==> src/rtl/npc_pkg.sv <==
package npc_pkg;
  typedef enum logic [2:0] {
    XF_SEQ = 3'd0,
    XF_BEQ = 3'd1,
    XF_BNE = 3'd2,
    XF_JMP = 3'd3,
    XF_JAL = 3'd4,
    XF_JR  = 3'd5
  } xfer_e;

  typedef enum logic [1:0] {
    SRC_SEQ = 2'd0,
    SRC_BR  = 2'd1,
    SRC_ABS = 2'd2,
    SRC_REG = 2'd3
  } pc_src_e;
endpackage

==> src/rtl/npc_targets.sv <==
module npc_targets #(
  parameter int ADDR_W   = 32,
  parameter int DISP_W   = 16,
  parameter int TGT_W    = 26,
  parameter int ALIGN_SH = 2
) (
  input  logic [ADDR_W-1:0] pc,
  input  logic [DISP_W-1:0] disp,
  input  logic [TGT_W-1:0]  jtgt,
  output logic [ADDR_W-1:0] seq_pc,
  output logic [ADDR_W-1:0] br_pc,
  output logic [ADDR_W-1:0] abs_pc
);
  localparam int STEP   = 1 << ALIGN_SH;
  localparam int EXT_W  = ADDR_W - DISP_W - ALIGN_SH;
  localparam int HIGH_W = ADDR_W - TGT_W - ALIGN_SH;

  logic [ADDR_W-1:0] disp_ext;

  always_comb begin
    seq_pc   = pc + ADDR_W'(STEP);
    disp_ext = {{EXT_W{disp[DISP_W-1]}}, disp, {ALIGN_SH{1'b0}}};
    br_pc    = seq_pc + disp_ext;
    abs_pc   = {seq_pc[ADDR_W-1 -: HIGH_W], jtgt, {ALIGN_SH{1'b0}}};
  end

  // Pseudo-direct target keeps the region of the incremented address
  always_comb begin
    assert_abs_region_R6: assert (abs_pc[ADDR_W-1 -: HIGH_W] == seq_pc[ADDR_W-1 -: HIGH_W]
                                  && abs_pc[ALIGN_SH-1:0] == '0)
      else $error("absolute target left its region");
  end
endmodule

==> src/rtl/npc_decide.sv <==
module npc_decide
  import npc_pkg::*;
(
  input  logic [2:0] xfer,
  input  logic       eq,
  output pc_src_e    src,
  output logic       taken,
  output logic       link_we
);
  always_comb begin
    src     = SRC_SEQ;
    link_we = 1'b0;
    case (xfer_e'(xfer))
      XF_BEQ: src = eq  ? SRC_BR : SRC_SEQ;
      XF_BNE: src = !eq ? SRC_BR : SRC_SEQ;
      XF_JMP: src = SRC_ABS;
      XF_JAL: begin
        src     = SRC_ABS;
        link_we = 1'b1;
      end
      XF_JR:  src = SRC_REG;
      default: src = SRC_SEQ;
    endcase
    taken = (src != SRC_SEQ);
  end

  // A link write always accompanies a redirect
  always_comb begin
    assert_link_implies_taken_R7: assert (!link_we || taken)
      else $error("link write without redirect");
  end
endmodule

==> src/rtl/npc_select.sv <==
module npc_select
  import npc_pkg::*;
#(
  parameter int ADDR_W = 32
) (
  input  pc_src_e           src,
  input  logic [ADDR_W-1:0] seq_pc,
  input  logic [ADDR_W-1:0] br_pc,
  input  logic [ADDR_W-1:0] abs_pc,
  input  logic [ADDR_W-1:0] reg_pc,
  output logic [ADDR_W-1:0] next_pc
);
  always_comb begin
    case (src)
      SRC_BR:  next_pc = br_pc;
      SRC_ABS: next_pc = abs_pc;
      SRC_REG: next_pc = reg_pc;
      default: next_pc = seq_pc;
    endcase
  end
endmodule

==> src/rtl/npc_unit.sv <==
module npc_unit
  import npc_pkg::*;
#(
  parameter int ADDR_W   = 32,
  parameter int DISP_W   = 16,
  parameter int TGT_W    = 26,
  parameter int IDX_W    = 5,
  parameter int LINK_REG = 31
) (
  input  logic [ADDR_W-1:0] pc_i,
  input  logic [DISP_W-1:0] disp_i,
  input  logic [TGT_W-1:0]  jtgt_i,
  input  logic [ADDR_W-1:0] rs_val_i,
  input  logic              eq_i,
  input  logic [2:0]        xfer_i,
  output logic [ADDR_W-1:0] next_pc_o,
  output logic              taken_o,
  output logic [ADDR_W-1:0] link_val_o,
  output logic              link_we_o,
  output logic [IDX_W-1:0]  link_idx_o
);
  localparam int ALIGN_SH = 2;

  logic [ADDR_W-1:0] seq_pc, br_pc, abs_pc;
  pc_src_e           src;

  npc_targets #(
    .ADDR_W(ADDR_W), .DISP_W(DISP_W), .TGT_W(TGT_W), .ALIGN_SH(ALIGN_SH)
  ) u_targets (
    .pc(pc_i), .disp(disp_i), .jtgt(jtgt_i),
    .seq_pc(seq_pc), .br_pc(br_pc), .abs_pc(abs_pc)
  );

  npc_decide u_decide (
    .xfer(xfer_i), .eq(eq_i), .src(src), .taken(taken_o), .link_we(link_we_o)
  );

  npc_select #(.ADDR_W(ADDR_W)) u_select (
    .src(src), .seq_pc(seq_pc), .br_pc(br_pc), .abs_pc(abs_pc),
    .reg_pc(rs_val_i), .next_pc(next_pc_o)
  );

  assign link_val_o = seq_pc;
  assign link_idx_o = IDX_W'(LINK_REG);

  always_comb begin
    // Not taken means fall-through to the next instruction
    assert_fallthrough_R3: assert (taken_o || next_pc_o == link_val_o)
      else $error("untaken flow not sequential");
    // Link enable is reserved for jump-and-link
    assert_link_only_jal_R9: assert (!link_we_o || xfer_i == 3'd4)
      else $error("link enable on wrong code");
    // Indirect jumps pass the register through
    assert_reg_jump_R8: assert (xfer_i != 3'd5 || (next_pc_o == rs_val_i && taken_o))
      else $error("register jump wrong");
  end
endmodule

==> config.mk <==
export PLATFORM = sky130hd
export DESIGN_NAME = npc_unit
export DESIGN_NICKNAME = d
export VERILOG_FILES = /design/src/rtl/npc_pkg.sv /design/src/rtl/npc_targets.sv /design/src/rtl/npc_decide.sv /design/src/rtl/npc_select.sv /design/src/rtl/npc_unit.sv
export SDC_FILE = /design/constraint.sdc
export NUM_CORES = 1
export LEC_CHECK = 0
export CAP_MARGIN = 40
export CORE_ASPECT_RATIO = 0.5
export CORE_UTILIZATION = 60
export DETAILED_ROUTE_END_ITERATION = 10
export DONT_BUFFER_PORTS = 1
export PLACE_DENSITY = 0.87
export SYNTH_ARGS = -nofsm -noshare
export SYNTH_HDL_FRONTEND = slang
export SYNTH_SLANG_ARGS = --single-unit
export TNS_END_PERCENT = 10
==> constraint.sdc <==
create_clock -name vclk -period 4.2
set_input_delay 0.42 -clock vclk [all_inputs]
set_output_delay 0.42 -clock vclk [all_outputs]
set_load 0.005 [all_outputs]
==> flow_metrics.py, run 1 <==
metrics = {
    "sta": {
        "fin_setup_tns_ps": 0,
        "worst_slack_ps": 158,
        "setup_viol": 0,
        "max_freq_ghz": 0.247,
        "holdWs_ps": 840,
        "timing.final.crit_share": 0.962,
        "grt_setup_unrepaired": "yes",
        "finalHoldViolations": 0,
        "maxSlewViolCount": 0,
        "relSlewSlack": 0.451,
        "tightest_slew_ps": 824,
        "fin_crit_ps": 4040,
    },
    "power": {
        "p_leak_nw": 1.36,
        "power_density_nw_per_um2": 143,
        "fin_total_pwr_mw": 0.482,
        "ir_drop_uv": 86.3,
    },
    "final_layout": {
        "antenna_cells": 0,
        "finalCoreUtilization": 0.679,
        "final_cells": 541,
        "drive_above_1_share": 0.113,
        "most-common-layout-cells": "nand2_1 (50), a21oi_1 (42), nor2_1 (39)",
        "final-seq-area_um2": 0,
        "layout_commonest_cell": "nand2_1",
        "final_nets": 618,
        "n_clock_buffer": 0,
        "area_growth_pct": 7.69,
        "final_area_um2": 3360,
        "design.seq.count": 0,
        "num-fill-cells": 463,
    },
    "worst_setup_path": {
        "cp_num_cells": 15,
        "cp_top_family": "simple AND/OR/NAND/NOR gates",
        "startpoint": "pc_i[5]",
        "critPathMaxFanout": 7,
        "critPathSlowestCell": "nor4_2",
        "end_kind": "output pin",
        "critPathKind": "in2out",
        "crit_end": "next_pc_o[31]",
        "path_buf_inv": 2,
        "worstPathRequired_ps": 3780,
        "cp_slowest_stage_delay_ps": 440,
        "path_cells": "nand4_1, nor4_2, buf_4, nand3_1, xnor2_1, ha_1, nand2_1, o21a_1, or2_2, o311ai_0, a21oi_1, buf_4, a31oi_1, xnor2_1, o221ai_1",
        "start_kind": "primary input",
        "arrival_ps": 3620,
    },
    "worst_hold_path": {
        "holdPathStages": 0,
        "min_path_type": "in2out",
    },
    "synth": {
        "synthCells": 472,
        "avgSynthCellArea_um2": 6.62,
        "synth_seq_area_share": 0,
        "syn_area_um2": 3120,
        "synth.distinct_cells": 60,
        "yosys_warnings": 0,
    },
    "placement": {
        "gp_congestion": 1.01,
        "dp_slack_ps": 16.4,
        "numPortBuffers": 0,
        "placed_cell_area_um2": 3290,
        "dp_hpwl_mm": 8.46,
        "placed_cells": 539,
    },
    "die": {
        "die_x_um": 104,
        "ios": 181,
        "row_count": 18,
        "coreArea_um2": 4950,
        "dieArea_um2": 5520,
        "start_util": 0.630,
        "die_h_um": 53.0,
    },
    "global_route": {
        "grt_max_degree": 23,
        "grt_usage": 0.358,
        "antenna_found_initial": 0,
        "grt_overflow_total": 0,
        "grt_pass1_wl_mm": 15.9,
        "grt_pass1_vias": 3370,
    },
    "routing": {
        "vias_per_cell": 6.98,
        "drt_pass1_iterations": 5,
        "antenna_left": 0,
        "wirelength_mm": 10.5,
        "wl_per_cell_um": 19.5,
        "drcViolationCount": 0,
        "num_vias": 3776,
        "drt_iter0_markers": 379,
    },
    "run_status": {
        "outcome": "finished clean",
    },
    "flow_run": {
        "maxCapViolCount": 0,
    },
    "clock_tree": {
        "ctsHoldBuffers": 0,
    },
}
==> what timing repair did <==
item	in CTS	in global routing
resized for setup	0	14
setup endpoints to repair	0	10
setup buffers	0	2
==> synth_stat cells, drive strengths merged (4+ instances only) <==
library cell,instances,area share
nand2,50,0.060
a21oi,44,0.072
nor2,39,0.047
xnor2,35,0.098
ha,34,0.14
o21ai,33,0.053
clkbuf,28,0.034
nand3,19,0.030
inv,18,0.022
a222oi,16,0.051
nand4,16,0.032
xor2,15,0.042
a21o,14,0.034
a221oi,9,0.031
buf,8,0.018
a211oi,7,0.017
nand2b,6,0.012
mux2i,5,0.016
nor2b,5,0.010
nor3,5,0.0080
o31ai,5,0.016
a31oi,4,0.0080
and3,4,0.0080
o21a,4,0.0096
o21bai,4,0.0096
==> layout make-up <==
cell class                      count  area (um2)  area share
Inverter                           18        67.6      0.0201
Timing Repair Buffer               31         233      0.0692
Tap cell                           70        87.6      0.0260
Multi-Input combinational cell    422        2980       0.885
==> metal layers <==
metal / routed length (um) / up-vias / GRT usage
met3: 1040 / 15 / 0.0369
met4: 114 / 0 / 0.0738
met5: 0 / - / 0
met1: 4500 / 1751 / 0.478
li1: - / 1786 / -
met2: 4890 / 224 / 0.632
==> where the power goes <==
group | internal [mW] | switching, mW | total, mW
sequential | 0 | 0 | 0
clock | 0 | 0 | 0
combinational | 0.198 | 0.284 | 0.482
==> how the worst min path moves through the flow <==
stage,from,end,slack [ps]
after global routing,pc_i[0],link_val_o[0],840
after detailed placement,pc_i[1],link_val_o[1],840
after global placement,pc_i[1],link_val_o[1],840
final,pc_i[1],link_val_o[1],840
after floorplan,pc_i[2],link_val_o[2],880
after CTS,pc_i[1],link_val_o[1],840
==> logic make-up after synthesis <==
group           synth area share
simple gates               0.246
buf+inv                   0.0745
xor+xnor                   0.140
mux                       0.0196
fa+ha+maj                  0.143
compound gates             0.376
other cells              0.00120
Power figures use the tool's default switching activity.
==> inputs of run 2 (changes only) <==
Settings changed: PLACE_DENSITY 0.87 to 0.76.
==> flow_metrics.py, run 2 (synthesis results as in run 1) <==
metrics = {
    "die": {
        "die_h_um": 53.0,
        "ios": 181,
        "coreArea_um2": 4950,
        "dieArea_um2": 5520,
        "row_count": 18,
        "die_x_um": 104,
        "start_util": 0.630,
    },
    "sta": {
        "setup_viol": 0,
        "worst_slack_ps": 53.9,
        "maxSlewViolCount": 0,
        "max_freq_ghz": 0.241,
        "tightest_slew_ps": 827,
        "timing.final.crit_share": 0.987,
        "finalHoldViolations": 0,
        "fin_crit_ps": 4150,
        "holdWs_ps": 840,
        "grt_setup_unrepaired": "yes",
        "relSlewSlack": 0.448,
    },
    "power": {
        "p_leak_nw": 1.36,
        "switchingPower_mw": 0.294,
        "swShare": 0.594,
        "power_density_nw_per_um2": 147,
        "combPwrFrac": 1.000,
        "p_clk_frac": 0,
        "ir_drop_uv": 98.0,
        "pwr-share-seq": 0,
        "fin_total_pwr_mw": 0.495,
        "p_int_mw": 0.201,
    },
    "final_layout": {
        "area_growth_pct": 7.89,
        "finalCoreUtilization": 0.680,
        "layout_commonest_cell": "nand2_1",
        "final-seq-area_um2": 0,
        "n_clock_buffer": 0,
        "final_nets": 619,
        "drive_above_1_share": 0.110,
        "design.seq.count": 0,
        "final_cells": 542,
        "antenna_cells": 0,
        "most-common-layout-cells": "nand2_1 (49), a21oi_1 (41), nor2_1 (39)",
        "num-fill-cells": 453,
    },
    "worst_setup_path": {
        "critPathMaxFanout": 9,
        "worstPathRequired_ps": 3780,
        "arrival_ps": 3730,
        "critPathKind": "in2out",
        "end_kind": "output pin",
        "start_kind": "primary input",
    },
    "global_route": {
        "grt_overflow_total": 0,
        "grt_max_degree": 28,
        "grt_pass1_vias": 3457,
        "grt_pass1_wl_mm": 16.8,
        "antenna_found_initial": 0,
        "grt_usage": 0.385,
    },
    "routing": {
        "drt_iter0_markers": 488,
        "wirelength_mm": 11.3,
        "vias_per_cell": 7.13,
        "wl_per_cell_um": 20.9,
        "antenna_left": 0,
        "drcViolationCount": 0,
        "drt_pass1_iterations": 7,
        "num_vias": 3862,
    },
    "worst_hold_path": {
        "min_from": "pc_i[1]",
        "holdPathStages": 0,
        "min_path_type": "in2out",
        "min_delay_worst_endpoint": "link_val_o[1]",
    },
    "placement": {
        "placed_cells": 540,
        "gp_congestion": 0.971,
        "dp_hpwl_mm": 9.10,
        "dp_slack_ps": 50.3,
        "numPortBuffers": 0,
    },
    "clock_tree": {
        "ctsHoldBuffers": 0,
    },
    "flow_run": {
        "maxCapViolCount": 0,
    },
    "run_status": {
        "outcome": "finished clean",
    },
}
[run 2: cell count changes in the layout (fill, tap and decap cells not counted), moves of 2 or more]
cell	change
o21ai_1	-2
ha_2	-2
ha_1	+2
o21ai_0	+2
[run 2: per-layer routing]
| metal | wire length [um] | global-route usage | part of all wire | up-vias |
|---|---|---|---|---|
| met5 | 0 | 0 | 0 | - |
| met4 | 151 | 0.112 | 0.013 | 0 |
| met3 | 1190 | 0.0382 | 0.10 | 22 |
| met2 | 5430 | 0.700 | 0.48 | 265 |
| met1 | 4560 | 0.493 | 0.40 | 1798 |
| li1 | - | - | - | 1777 |
[run 2: through the flow]
stage / TNS (ps) / cell area [um2]
after global placement: 0 / 3290
final: 0 / 3370
after CTS: 0 / 3300
after floorplan: 0 / 3140
after detailed placement: 0 / 3300
after global routing: -263 / 3370
[run 2: worst max path at each step]
| stage | cells after the start | slack (ps) | to | from |
|---|---|---|---|---|
| after floorplan | 15 | 480 | next_pc_o[27] | pc_i[2] |
| after CTS | 14 | 40 | next_pc_o[31] | pc_i[5] |
| after detailed placement | 14 | 50 | next_pc_o[31] | pc_i[5] |
| final | 13 | 50 | next_pc_o[31] | pc_i[5] |
| after global placement | 14 | 120 | next_pc_o[31] | pc_i[5] |
| after global routing | 16 | -120 | next_pc_o[29] | pc_i[5] |
[run 2: critical path, cell delays in order]
cell      delay [ps]
nand4_1          210
nor4_2           340
buf_4            160
and2_1           160
nand2_1           80
xnor2_1          340
ha_2             340
nand4_1          300
o311ai_0         600
a21oi_2          150
a31oi_1          280
xnor2_1          110
o221ai_1         230
[run 2: what timing repair did]
| action | in CTS | in global routing |
|---|---|---|
| endpoints found under the hold margin | 0 | 0 |
| gates resized for setup | 0 | 10 |
| endpoints found under the setup margin | 0 | 7 |
| buffers inserted | 0 | 2 |
[run 2: cell type report]
cell class                      count  area (um2)  area share
Tap cell                           70        87.6      0.0260
Inverter                           18        67.6      0.0201
Multi-Input combinational cell    422        2970       0.880
Timing Repair Buffer               32         248      0.0735
[run 2: power by group through the flow]
stage	sequential, mW	combinational [mW]	clock (mW)
after floorplan	0	0.363	0
after global placement	0	0.459	0
after detailed placement	0	0.472	0
after CTS	0	0.475	0
after global routing	0	0.537	0
final	0	0.495	0
==> inputs of run 3 (changes only) <==
Settings changed: ABC_AREA set to 1.
==> flow_metrics.py, run 3 <==
metrics = {
    "power": {
        "p_clk_frac": 0,
        "pwr-share-seq": 0,
        "p_int_mw": 0.147,
        "ir_drop_uv": 89.7,
        "fin_total_pwr_mw": 0.448,
        "swShare": 0.672,
        "power_density_nw_per_um2": 119,
        "p_leak_nw": 2.04,
        "switchingPower_mw": 0.301,
        "combPwrFrac": 1.000,
    },
    "placement": {
        "gp_congestion": 1.01,
        "placed_cells": 780,
        "placed_cell_area_um2": 3750,
        "numPortBuffers": 0,
        "dp_hpwl_mm": 10.6,
        "dp_slack_ps": 711,
    },
    "routing": {
        "vias_per_cell": 5.73,
        "drt_pass1_iterations": 6,
        "num_vias": 4472,
        "drt_iter0_markers": 403,
        "wirelength_mm": 12.5,
        "wl_per_cell_um": 16.0,
        "drcViolationCount": 0,
        "antenna_left": 0,
    },
    "synth": {
        "syn_area_um2": 3740,
        "yosys_warnings": 0,
        "netlist.area_leader.share": 0.229,
        "synthCells": 707,
        "avgSynthCellArea_um2": 5.29,
        "netlist_top_cells_area": "nand2_1 (23%), ha_1 (11%), inv_1 (9.8%)",
        "synth_seq_area_share": 0,
        "synthTopCellsByCount": "nand2_1 (228), inv_1 (98), nand3_1 (72)",
        "synth_most_common_cell": "nand2_1",
        "synth.distinct_cells": 47,
        "yosysTopAreaCell": "nand2_1",
    },
    "sta": {
        "timing.final.crit_share": 0.853,
        "setup_viol": 0,
        "worst_slack_ps": 618,
        "holdWs_ps": 840,
        "fin_crit_ps": 3580,
        "max_freq_ghz": 0.279,
        "grt_setup_unrepaired": "no",
        "tightest_slew_ps": 832,
        "relSlewSlack": 0.445,
        "fin_setup_tns_ps": 0,
        "finalHoldViolations": 0,
        "maxSlewViolCount": 0,
    },
    "final_layout": {
        "area_growth_pct": 0.234,
        "final_area_um2": 3750,
        "design.seq.count": 0,
        "layout_commonest_cell": "nand2_1",
        "final-seq-area_um2": 0,
        "drive_above_1_share": 0.0761,
        "antenna_cells": 0,
        "num-fill-cells": 601,
        "final_nets": 843,
        "n_clock_buffer": 0,
        "final_cells": 780,
        "finalCoreUtilization": 0.655,
        "most-common-layout-cells": "nand2_1 (228), inv_1 (98), nand3_1 (72)",
    },
    "flow_run": {
        "maxCapViolCount": 0,
    },
    "die": {
        "ios": 181,
        "start_util": 0.653,
        "row_count": 19,
        "dieArea_um2": 6580,
        "coreArea_um2": 5730,
        "die_h_um": 57.8,
        "die_x_um": 114,
    },
    "clock_tree": {
        "ctsHoldBuffers": 0,
        "ctsResizeCount": 0,
        "post_cts.repair.setup_buffers": 0,
    },
    "worst_hold_path": {
        "min_from": "pc_i[0]",
        "min_path_type": "in2out",
    },
    "global_route": {
        "grt_usage": 0.368,
        "grt_pass1_wl_mm": 19.1,
        "antenna_found_initial": 0,
        "grt_pass1_vias": 3761,
        "grt_overflow_total": 0,
        "grt_max_degree": 31,
    },
    "worst_setup_path": {
        "arrival_ps": 3160,
        "startpoint": "pc_i[2]",
        "worstPathRequired_ps": 3780,
        "critPathMaxFanout": 5,
        "start_kind": "primary input",
        "critPathKind": "in2out",
        "end_kind": "output pin",
    },
    "run_status": {
        "outcome": "finished clean",
    },
}
run 3: cell count changes in the layout (fill, tap and decap cells not counted), moves of 16 or more:
cell / before / now
nand2_1: 49 / 228
inv_1: 18 / 98
nand3_1: 19 / 72
buf_4: 31 / 2
a22oi_1: 0 / 26
xnor2_1: 34 / 8
nor2_1: 39 / 62
o21ai_0: 32 / 15
a222oi_1: 16 / 0
run 3: cells by family (layout without fill, tap and decap cells):
| group | count (synthesis) | in the layout | share of synthesized area |
|---|---|---|---|
| buffers and inverters | 123 | 108 | 0.142 |
| other | 1 | 5 | 0.00100 |
| xor gates and xnor gates | 21 | 21 | 0.0552 |
| adders and majority gates | 35 | 35 | 0.119 |
| and+or+nand+nor | 424 | 424 | 0.516 |
| AOI/OAI and AO/OA | 103 | 103 | 0.166 |
run 3: final timing paths:
check	cells after the start	slack, ps	endpoint
worst max-delay path	18	620	next_pc_o[30]
worst min-delay path	0	840	link_val_o[0]
run 3: per-layer routing:
| layer | vias to the layer above | GRT usage | routed length (um) | share of wire |
|---|---|---|---|---|
| li1 | 2278 | - | - | - |
| met1 | 1956 | 0.525 | 5610 | 0.45 |
| met2 | 230 | 0.559 | 5150 | 0.41 |
| met3 | 8 | 0.123 | 1620 | 0.13 |
| met4 | 0 | 0.0188 | 78 | 0.0063 |
| met5 | - | 0 | 0 | 0 |
run 3: cell type report:
class                      instances  area [um2]  share of cell area
inverter                         106         403               0.107
multi-input combinational        588        3230               0.861
tap                               84         105              0.0280
timing repair buffer               2        15.0             0.00400
run 3: power by group through the flow:
stage,clock (mW),combinational (mW),sequential (mW)
after global placement,0,0.432,0
after floorplan,0,0.356,0
after global routing,0,0.503,0
after detailed placement,0,0.436,0
after CTS,0,0.438,0
final,0,0.448,0
run 3: critical path, cell delays in order:
cell and delay (ps):
ha_1 170, nand2_1 90, nor2_2 190, nand3_2 190, nor2_4 160, nand4_1 110
xor2_1 180, inv_2 90, ha_1 400, nand2_1 110, nor2_1 140, inv_1 80
nor3_1 270, nand3_1 210, nand2_1 110, nand2_1 50, nand3_1 70, nand3_1 100
